--- src/rtl/mcc_pkg.sv ---
package mcc_pkg;
    localparam int OPW = 6;
    localparam int STW = 4;
    localparam int SELW = 2;

    typedef enum logic [STW-1:0] {
        ST_FETCH  = 4'd0,
        ST_DECODE = 4'd1,
        ST_ADDR   = 4'd2,
        ST_MRD    = 4'd3,
        ST_LDWB   = 4'd4,
        ST_MWR    = 4'd5,
        ST_EXE    = 4'd6,
        ST_RWB    = 4'd7,
        ST_BRC    = 4'd8,
        ST_JMP    = 4'd9
    } state_e;

    localparam logic [OPW-1:0] OP_RTYPE = 6'b000000;
    localparam logic [OPW-1:0] OP_LOAD  = 6'b100011;
    localparam logic [OPW-1:0] OP_STORE = 6'b101011;
    localparam logic [OPW-1:0] OP_BEQ   = 6'b000100;
    localparam logic [OPW-1:0] OP_JUMP  = 6'b000010;

    typedef struct packed {
        logic            pc_wr;
        logic            pc_wr_cond;
        logic            iord;
        logic            mem_rd;
        logic            mem_wr;
        logic            ir_wr;
        logic            reg_wr;
        logic            mem_to_reg;
        logic            reg_dst;
        logic            alu_src_a;
        logic [SELW-1:0] alu_src_b;
        logic [SELW-1:0] alu_op;
        logic [SELW-1:0] pc_src;
    } ctrl_t;

    typedef struct packed {
        state_e state;
    } seq_regs_t;
endpackage

--- src/rtl/mcc_next_state.sv ---
module mcc_next_state
    import mcc_pkg::*;
(
    input  state_e         cur,
    input  logic [OPW-1:0] opcode,
    output state_e         nxt
);
    always_comb begin
        nxt = ST_FETCH;
        unique case (cur)
            ST_FETCH:  nxt = ST_DECODE;
            ST_DECODE: begin
                if (opcode == OP_LOAD || opcode == OP_STORE) nxt = ST_ADDR;
                else if (opcode == OP_RTYPE)                 nxt = ST_EXE;
                else if (opcode == OP_BEQ)                   nxt = ST_BRC;
                else if (opcode == OP_JUMP)                  nxt = ST_JMP;
                else                                         nxt = ST_FETCH;
            end
            ST_ADDR: begin
                if (opcode == OP_LOAD)       nxt = ST_MRD;
                else if (opcode == OP_STORE) nxt = ST_MWR;
                else                         nxt = ST_FETCH;
            end
            ST_MRD:  nxt = ST_LDWB;
            ST_EXE:  nxt = ST_RWB;
            default: nxt = ST_FETCH;
        endcase
    end
endmodule

--- src/rtl/mcc_out_decode.sv ---
module mcc_out_decode
    import mcc_pkg::*;
(
    input  state_e cur,
    output ctrl_t  ctl
);
    always_comb begin
        ctl = '0;
        unique case (cur)
            ST_FETCH: begin
                ctl.mem_rd    = 1'b1;
                ctl.ir_wr     = 1'b1;
                ctl.pc_wr     = 1'b1;
                ctl.alu_src_b = 2'b01;
            end
            ST_DECODE: ctl.alu_src_b = 2'b11;
            ST_ADDR: begin
                ctl.alu_src_a = 1'b1;
                ctl.alu_src_b = 2'b10;
            end
            ST_MRD: begin
                ctl.mem_rd = 1'b1;
                ctl.iord   = 1'b1;
            end
            ST_LDWB: begin
                ctl.reg_wr     = 1'b1;
                ctl.mem_to_reg = 1'b1;
            end
            ST_MWR: begin
                ctl.mem_wr = 1'b1;
                ctl.iord   = 1'b1;
            end
            ST_EXE: begin
                ctl.alu_src_a = 1'b1;
                ctl.alu_op    = 2'b10;
            end
            ST_RWB: begin
                ctl.reg_wr  = 1'b1;
                ctl.reg_dst = 1'b1;
            end
            ST_BRC: begin
                ctl.pc_wr_cond = 1'b1;
                ctl.alu_src_a  = 1'b1;
                ctl.alu_op     = 2'b01;
                ctl.pc_src     = 2'b01;
            end
            ST_JMP: begin
                ctl.pc_wr  = 1'b1;
                ctl.pc_src = 2'b10;
            end
            default: ctl = '0;
        endcase
    end
endmodule

--- src/rtl/multicycle_ctrl.sv ---
module multicycle_ctrl
    import mcc_pkg::*;
(
    input  logic                clk,
    input  logic                rst,
    input  logic [OPW-1:0]      opcode,
    input  logic                zero,
    output logic                pc_wr,
    output logic                pc_wr_cond,
    output logic                pc_en,
    output logic                iord,
    output logic                mem_rd,
    output logic                mem_wr,
    output logic                ir_wr,
    output logic                reg_wr,
    output logic                mem_to_reg,
    output logic                reg_dst,
    output logic                alu_src_a,
    output logic [SELW-1:0]     alu_src_b,
    output logic [SELW-1:0]     alu_op,
    output logic [SELW-1:0]     pc_src,
    output logic [STW-1:0]      state_o
);
    seq_regs_t regs_d, regs_q;
    state_e    nxt;
    ctrl_t     ctl;

    mcc_next_state i_next (.cur(regs_q.state), .opcode(opcode), .nxt(nxt));
    mcc_out_decode i_dec  (.cur(regs_q.state), .ctl(ctl));

    always_comb begin
        regs_d = regs_q;
        regs_d.state = rst ? ST_FETCH : nxt;
    end

    always_ff @(posedge clk) begin
        regs_q <= regs_d;
    end

    assign pc_wr      = ctl.pc_wr;
    assign pc_wr_cond = ctl.pc_wr_cond;
    assign pc_en      = ctl.pc_wr | (ctl.pc_wr_cond & zero);
    assign iord       = ctl.iord;
    assign mem_rd     = ctl.mem_rd;
    assign mem_wr     = ctl.mem_wr;
    assign ir_wr      = ctl.ir_wr;
    assign reg_wr     = ctl.reg_wr;
    assign mem_to_reg = ctl.mem_to_reg;
    assign reg_dst    = ctl.reg_dst;
    assign alu_src_a  = ctl.alu_src_a;
    assign alu_src_b  = ctl.alu_src_b;
    assign alu_op     = ctl.alu_op;
    assign pc_src     = ctl.pc_src;
    assign state_o    = regs_q.state;


    reset_to_fetch_chk: assert property (@(posedge clk) rst |=> state_o == 4'd0);

    fetch_to_decode_chk: assert property (@(posedge clk) disable iff (rst)
        state_o == 4'd0 |=> state_o == 4'd1 || $past(rst));

    load_addr_chk: assert property (@(posedge clk) disable iff (rst)
        (state_o == 4'd2 && opcode == OP_LOAD && !rst) |=> (state_o == 4'd3 || $past(rst)));

    branch_done_chk: assert property (@(posedge clk) disable iff (rst)
        state_o == 4'd8 |=> state_o == 4'd0);

    state_range_chk: assert property (@(posedge clk) disable iff (rst)
        $past(!rst) |-> state_o <= 4'd9);

    mem_excl_chk: assert property (@(posedge clk) disable iff (rst)
        !(mem_rd && mem_wr));

    branch_take_chk: assert property (@(posedge clk) disable iff (rst)
        (pc_wr_cond && zero) |-> pc_en);
endmodule

--- config.mk ---
export PLATFORM = sky130hd
export DESIGN_NAME = multicycle_ctrl
export DESIGN_NICKNAME = d
export VERILOG_FILES = /design/src/rtl/mcc_pkg.sv /design/src/rtl/mcc_next_state.sv /design/src/rtl/mcc_out_decode.sv /design/src/rtl/multicycle_ctrl.sv
export SDC_FILE = /design/constraint.sdc
export NUM_CORES = 1
export LEC_CHECK = 0
export BUFFER_PORTS_ARGS = -buffer_cell sky130_fd_sc_hd__clkbuf_2
export CAP_MARGIN = 10
export CORE_AREA = 3 3 40 42
export DETAILED_ROUTE_END_ITERATION = 6
export DIE_AREA = 0 0 43 45
export HOLD_SLACK_MARGIN = 0.08
export PLACE_DENSITY = 0.68
export SYNTH_ARGS = -nofsm -noshare
export SYNTH_HDL_FRONTEND = slang
export SYNTH_HIERARCHICAL = 1
export SYNTH_SLANG_ARGS = --single-unit
--- constraint.sdc ---
create_clock -name clk -period 1.7 [get_ports clk]
set_input_delay 0.085 -clock clk [delete_from_list [all_inputs] [get_ports clk]]
set_output_delay 0.085 -clock clk [all_outputs]
set_load 0.03 [all_outputs]
==> results of run 1 <==
[timing repair]
item / in CTS / in global routing
endpoints found under the setup margin: 2 / 2
gates resized for setup: 1 / 2
pin swaps: 0 / 0
hold buffers: 1 / 0
hold endpoints to repair: 4 / 0
[metrics by stage]
step	cell area (µm²)	TNS, ns	power, mW
2_1_floorplan	527	-0.150	0.175
3_3_place_gp	693	0	0.205
3_5_place_dp	693	0	0.206
4_1_cts	727	0	0.327
5_1_grt	728	0	0.345
6_report	728	0	0.321
[cell type report]
class | count | share of cell area
clock buffers | 3 | 0.0309
inverters | 1 | 0.00515
repair buffers | 36 | 0.275
flip-flops and latches | 4 | 0.113
multi-input cells | 52 | 0.550
well taps | 15 | 0.0258
[cells by family after synthesis]
family | count (synthesis) | share of synthesized area
simple gates | 36 | 0.527
compound gates | 13 | 0.168
buf+inv | 6 | 0.0925
flops | 4 | 0.160
xor+xnor | 3 | 0.0525
[per-layer routing]
metal  vias up  GRT usage  wire [µm]
met4         0     0.0361          0
met5         -          0          0
met1       244      0.193        559
met3         0     0.0518        138
met2        30      0.219        514
li1        300          -          -
[worst max-delay path, delay by kind of cell, from the launching register on]
kind / cells / cell delay (ns)
xor gates and xnor gates: 1 / 0.08
and+or+nand+nor: 1 / 0.15
DFF: 1 / 0.59
buffers and inverters: 2 / 0.44
[power by group]
group / internal, mW / total (mW) / switching [mW] / leakage (nW)
clock network: 0.0788 / 0.115 / 0.0365 / 0.0138
logic: 0.0400 / 0.0974 / 0.0574 / 0.285
registers: 0.0971 / 0.108 / 0.0114 / 0.0333
total: 0.216 / 0.321 / 0.105 / 0.332
[cells in the final DEF, fill, tap and decap left out, types with 2 or more instances in the layout]
master     n
nand2b_1   5
buf_4      6
nor3_1     6
dfxtp_2    2
nor3b_2    2
a21oi_1    4
clkbuf_4   3
nor3b_1    2
nor2_1     5
clkbuf_2  28
xor2_1     2
nor4b_4    2
o21ai_0    2
nor2b_1    4
dfxtp_1    2
[final timing paths]
| check | depth (start not counted) | start | end |
|---|---|---|---|
| max reg2reg | 5 | state_o[1] | state_o[1] |
| min | 4 | opcode[2] | state_o[3] |
| max | 4 | state_o[1] | iord |
| min reg2reg | 2 | state_o[3] | state_o[1] |
==> metrics.csv, run 1 <==
metric,value,unit
largestRegisters,state_o (4),
grt_util_all_layers,0.143,
synthTopCellsByCount,"nor3_1 (7), nand2b_1 (5), nor2_1 (5)",
finalWirelength,1.21,mm
portBuffers,29,
yosysMostFrequentCell,nor3_1,
synth_ff_type,dfxtp_1,
powerDensity,441,nW/µm²
multiInputGateArea,400,µm²
clkTransAtPathRegs,0.04,ns
run_status,"finished, final reports clean",
numCtsBuffers,3,
cp_slowest_cell,dfxtp_1,
critPathMaxStageDelay,0.59,ns
h-tree-depth,1,
post_drt_via_cell_ratio,5.17,
clk_latency,0.23,ns
place_ws,0.171,ns
top_register,state_o,
finalMaxSlewViolations,0,
synth_largest_area_cell,dfxtp_1,
worstPathArrival,1.49,ns
ios,30,
cts_root_buf,clkbuf_4,
synth.top_cell.area_share,0.160,
fill_cells,124,
die_x,43,µm
final-seq-area,82.6,µm²
drc_errors,0,
ys_ff_latch,4,
nNetsFinal,107,
synth_nets,71,
synth_cell_type_count,33,
grt_pass1_vias,473,
async_reset_ff_frac,0,
finalSetupViolCount,0,
ir_worst_vdd,0.000410,V
std_cell_rows,13,
coreArea,1280,µm²
cts_setup_buffers,0,
vias,574,
period_needed,1.57,ns
worst_slew_pin_slew,0.450,ns
dp.cells,107,
crit_chain,buf_4 > xnor2_1 > nor3b_2 > clkbuf_2,
drv_cap,0,
syn_avg_cell_area,8.07,µm²
antenna_left,0,
rrSetupSlack,0.26,ns
slew_headroom,0.700,
dp_hpwl,937,µm
grt_setup_unrepaired,false,
routedWlPerCell,10.9,µm
finish.utilization,0.567,
final_cell_count_no_fill,111,
cellLeakagePower,0.332,nW
synth_area,500,µm²
seq_area_frac_synth,0.160,
die_h,45,µm
grt_overflow,0,
syn_to_final_growth,45.5,%
clock_sinks,4,
timing.final.crit_share,0.924,
worstHoldPathType,input pin to flop,
crit_type,flop to primary output,
grt_pass1_wl,2.13,mm
yosys-top-cells-area,"dfxtp_1 (16%), nor3_1 (7.0%), nand2b_1 (6.3%)",
fp.dieArea,1940,µm²
yosys_warnings,6,
antenna_found_initial,0,
drtPass1Iterations,4,
drive_gt1_frac,0.510,
postSynthCellCount,62,
largest_reg_flops,4,
cp_max_fo,12,
num_antenna_cells,0,
drt_iter0_markers,15,
hold_slack,0.239,ns
cts_max_path_buffers,2,
max_freq,636,MHz
timing.final.hold_violations,0,
grt_start_max_net_pins,20,
critPathCaptureType,primary output,
synth_edf_count,0,
cts_tree,built,
required,1.62,ns
final.setup.worst_slack,0.129,ns
skew,0.00169,ns
initial_core_util,0.389,
critPathLaunchType,flop,
gp_congestion,0.735,
Note: power is estimated with default switching activity, not from simulation.
==> run 2: changes to the inputs <==
RECOVER_POWER = 100   (was unset)
==> run 2 against run 1 <==
Net effect:
- cell area decreased by 4.6%
- critical endpoint is now ir_wr
- die area is the same
- wire length is 1.4% higher
- clock power about the same
- sequential power about the same
- highest routed layer unchanged
- register-to-register slack worse by 0.05 ns
- cell count unchanged
==> metrics.csv, run 2 (synthesis gave the netlist of run 1 again) <==
metric,value,unit
cts_tree,built,
critPathLaunchType,flop,
powerDensity,457,nW/µm²
mostFrequentLayoutCell,clkbuf_2,
initial_core_util,0.389,
critPathCaptureType,primary output,
gp_congestion,0.735,
fp.dieArea,1940,µm²
finalSetupViolCount,0,
top_register,state_o,
worstPathArrival,1.52,ns
syn_to_final_growth,38.7,%
wl_met3,136,µm
coreArea,1280,µm²
p_comb_frac,0.296,
dp_hpwl,937,µm
drt_iter0_markers,15,
critical-path-top-delay-family,buffers and inverters,
largestRegisters,state_o (4),
nNetsFinal,107,
p_int,212,µW
vias,565,
timing.final.hold_violations,0,
die_h,45,µm
max_freq,624,MHz
grt_pass1_vias,473,
crit_type,flop to primary output,
fill_cells,134,
required,1.62,ns
worstHoldPathType,input pin to flop,
finalWirelength,1.23,mm
timing.final.crit_share,0.942,
drc_errors,0,
worst_slew_pin_slew,0.437,ns
num_antenna_cells,0,
finalMaxSlewViolations,0,
numCtsBuffers,3,
grt_overflow,0,
std_cell_rows,13,
switchingPower,105,µW
sw_frac_of_total,0.330,
ios,30,
p_seq_frac,0.339,
cts_setup_buffers,0,
slew_headroom,0.708,
largest_reg_flops,4,
crit_top_cell,clkbuf_2,
drtPass1Iterations,4,
top_layer_used,met3,
die_x,43,µm
grt_start_max_net_pins,20,
critPathBufInv,2,
clk_latency,0.23,ns
layout_common_cells,"clkbuf_2 (25), nor3_1 (6), clkbuf_1 (6)",
pwr-share-clk,0.365,
dp.cells,107,
cts_root_buf,clkbuf_4,
crit_chain,clkbuf_2 > nor4_1 > clkbuf_2,
grt_util_all_layers,0.143,
met2_length,502,µm
finish.utilization,0.540,
critPathMaxStageDelay,0.43,ns
clkTransAtPathRegs,0.04,ns
m1WireLength,589,µm
ir_worst_vdd,0.000406,V
skew,0.00188,ns
cellLeakagePower,0.303,nW
grt_pass1_wl,2.13,mm
final_cell_count_no_fill,111,
run_status,"finished, final reports clean",
cts_max_path_buffers,2,
hold_slack,0.238,ns
period_needed,1.60,ns
grt_setup_unrepaired,false,
placed_area,693,µm²
antenna_left,0,
post_drt_via_cell_ratio,5.09,
routedWlPerCell,11.1,µm
drive_gt1_frac,0.427,
cp_max_fo,12,
power,317,µW
portBuffers,29,
antenna_found_initial,0,
cp_slowest_cell,dfxtp_1,
fin_area,694,µm²
h-tree-depth,1,
drv_cap,0,
clock_sinks,4,
## run 2: tightest hold or removal path: cells and delay by family
kind                   cells  cell delay [ns]
buffers and inverters      1             0.10
AND/OR/NAND/NOR            2             0.18
AO/OA/AOI/OAI              1             0.05
## run 2: final cells by class
cell class                 instances  area, µm²  share of cell area
clock buffer                       3       22.5              0.0324
inverter                           1       3.75             0.00541
multi-input combinational         52        379               0.546
sequential                         4       82.6               0.119
tap                               15       18.8              0.0270
timing repair buffer              36        188               0.270
## run 2: per-layer routing
| metal | global-route usage | vias to the layer above |
|---|---|---|
| met3 | 0.0518 | 0 |
| met1 | 0.193 | 234 |
| met2 | 0.219 | 30 |
| li1 | - | 301 |
| met4 | 0.0361 | 0 |
| met5 | 0 | - |
## run 2: path summary, 6_finish.rpt
kind	cells past startpoint	endpoint	slack [ns]	from
worst min register to register	2	state_o[1]	0.77	state_o[3]
worst max-delay path	3	ir_wr	0.1	state_o[1]
worst max register to register	5	state_o[1]	0.21	state_o[1]
worst min-delay path	4	state_o[3]	0.24	opcode[2]
## run 2: repair_timing
action / in CTS / in global routing
gates resized for setup: 1 / 2
hold buffers: 1 / 0
endpoints found under the hold margin: 4 / 0
setup endpoints to repair: 2 / 2
## run 2: power by group through the flow
stage | Clock (mW) | Sequential (mW) | Combinational [mW]
finish | 0.116 | 0.108 | 0.0940
global route | 0.129 | 0.109 | 0.102
floorplan | 0 | 0.108 | 0.0672
detailed placement | 0 | 0.109 | 0.0965
CTS | 0.120 | 0.108 | 0.0984
global placement | 0 | 0.109 | 0.0959
## run 2: stage by stage
step	TNS, ns	setup WS [ns]
detailed placement	0	0.171
finish	0	0.0979
CTS	0	0.0587
global placement	0	0.209
floorplan	-0.150	-0.108
global route	0	0.00999
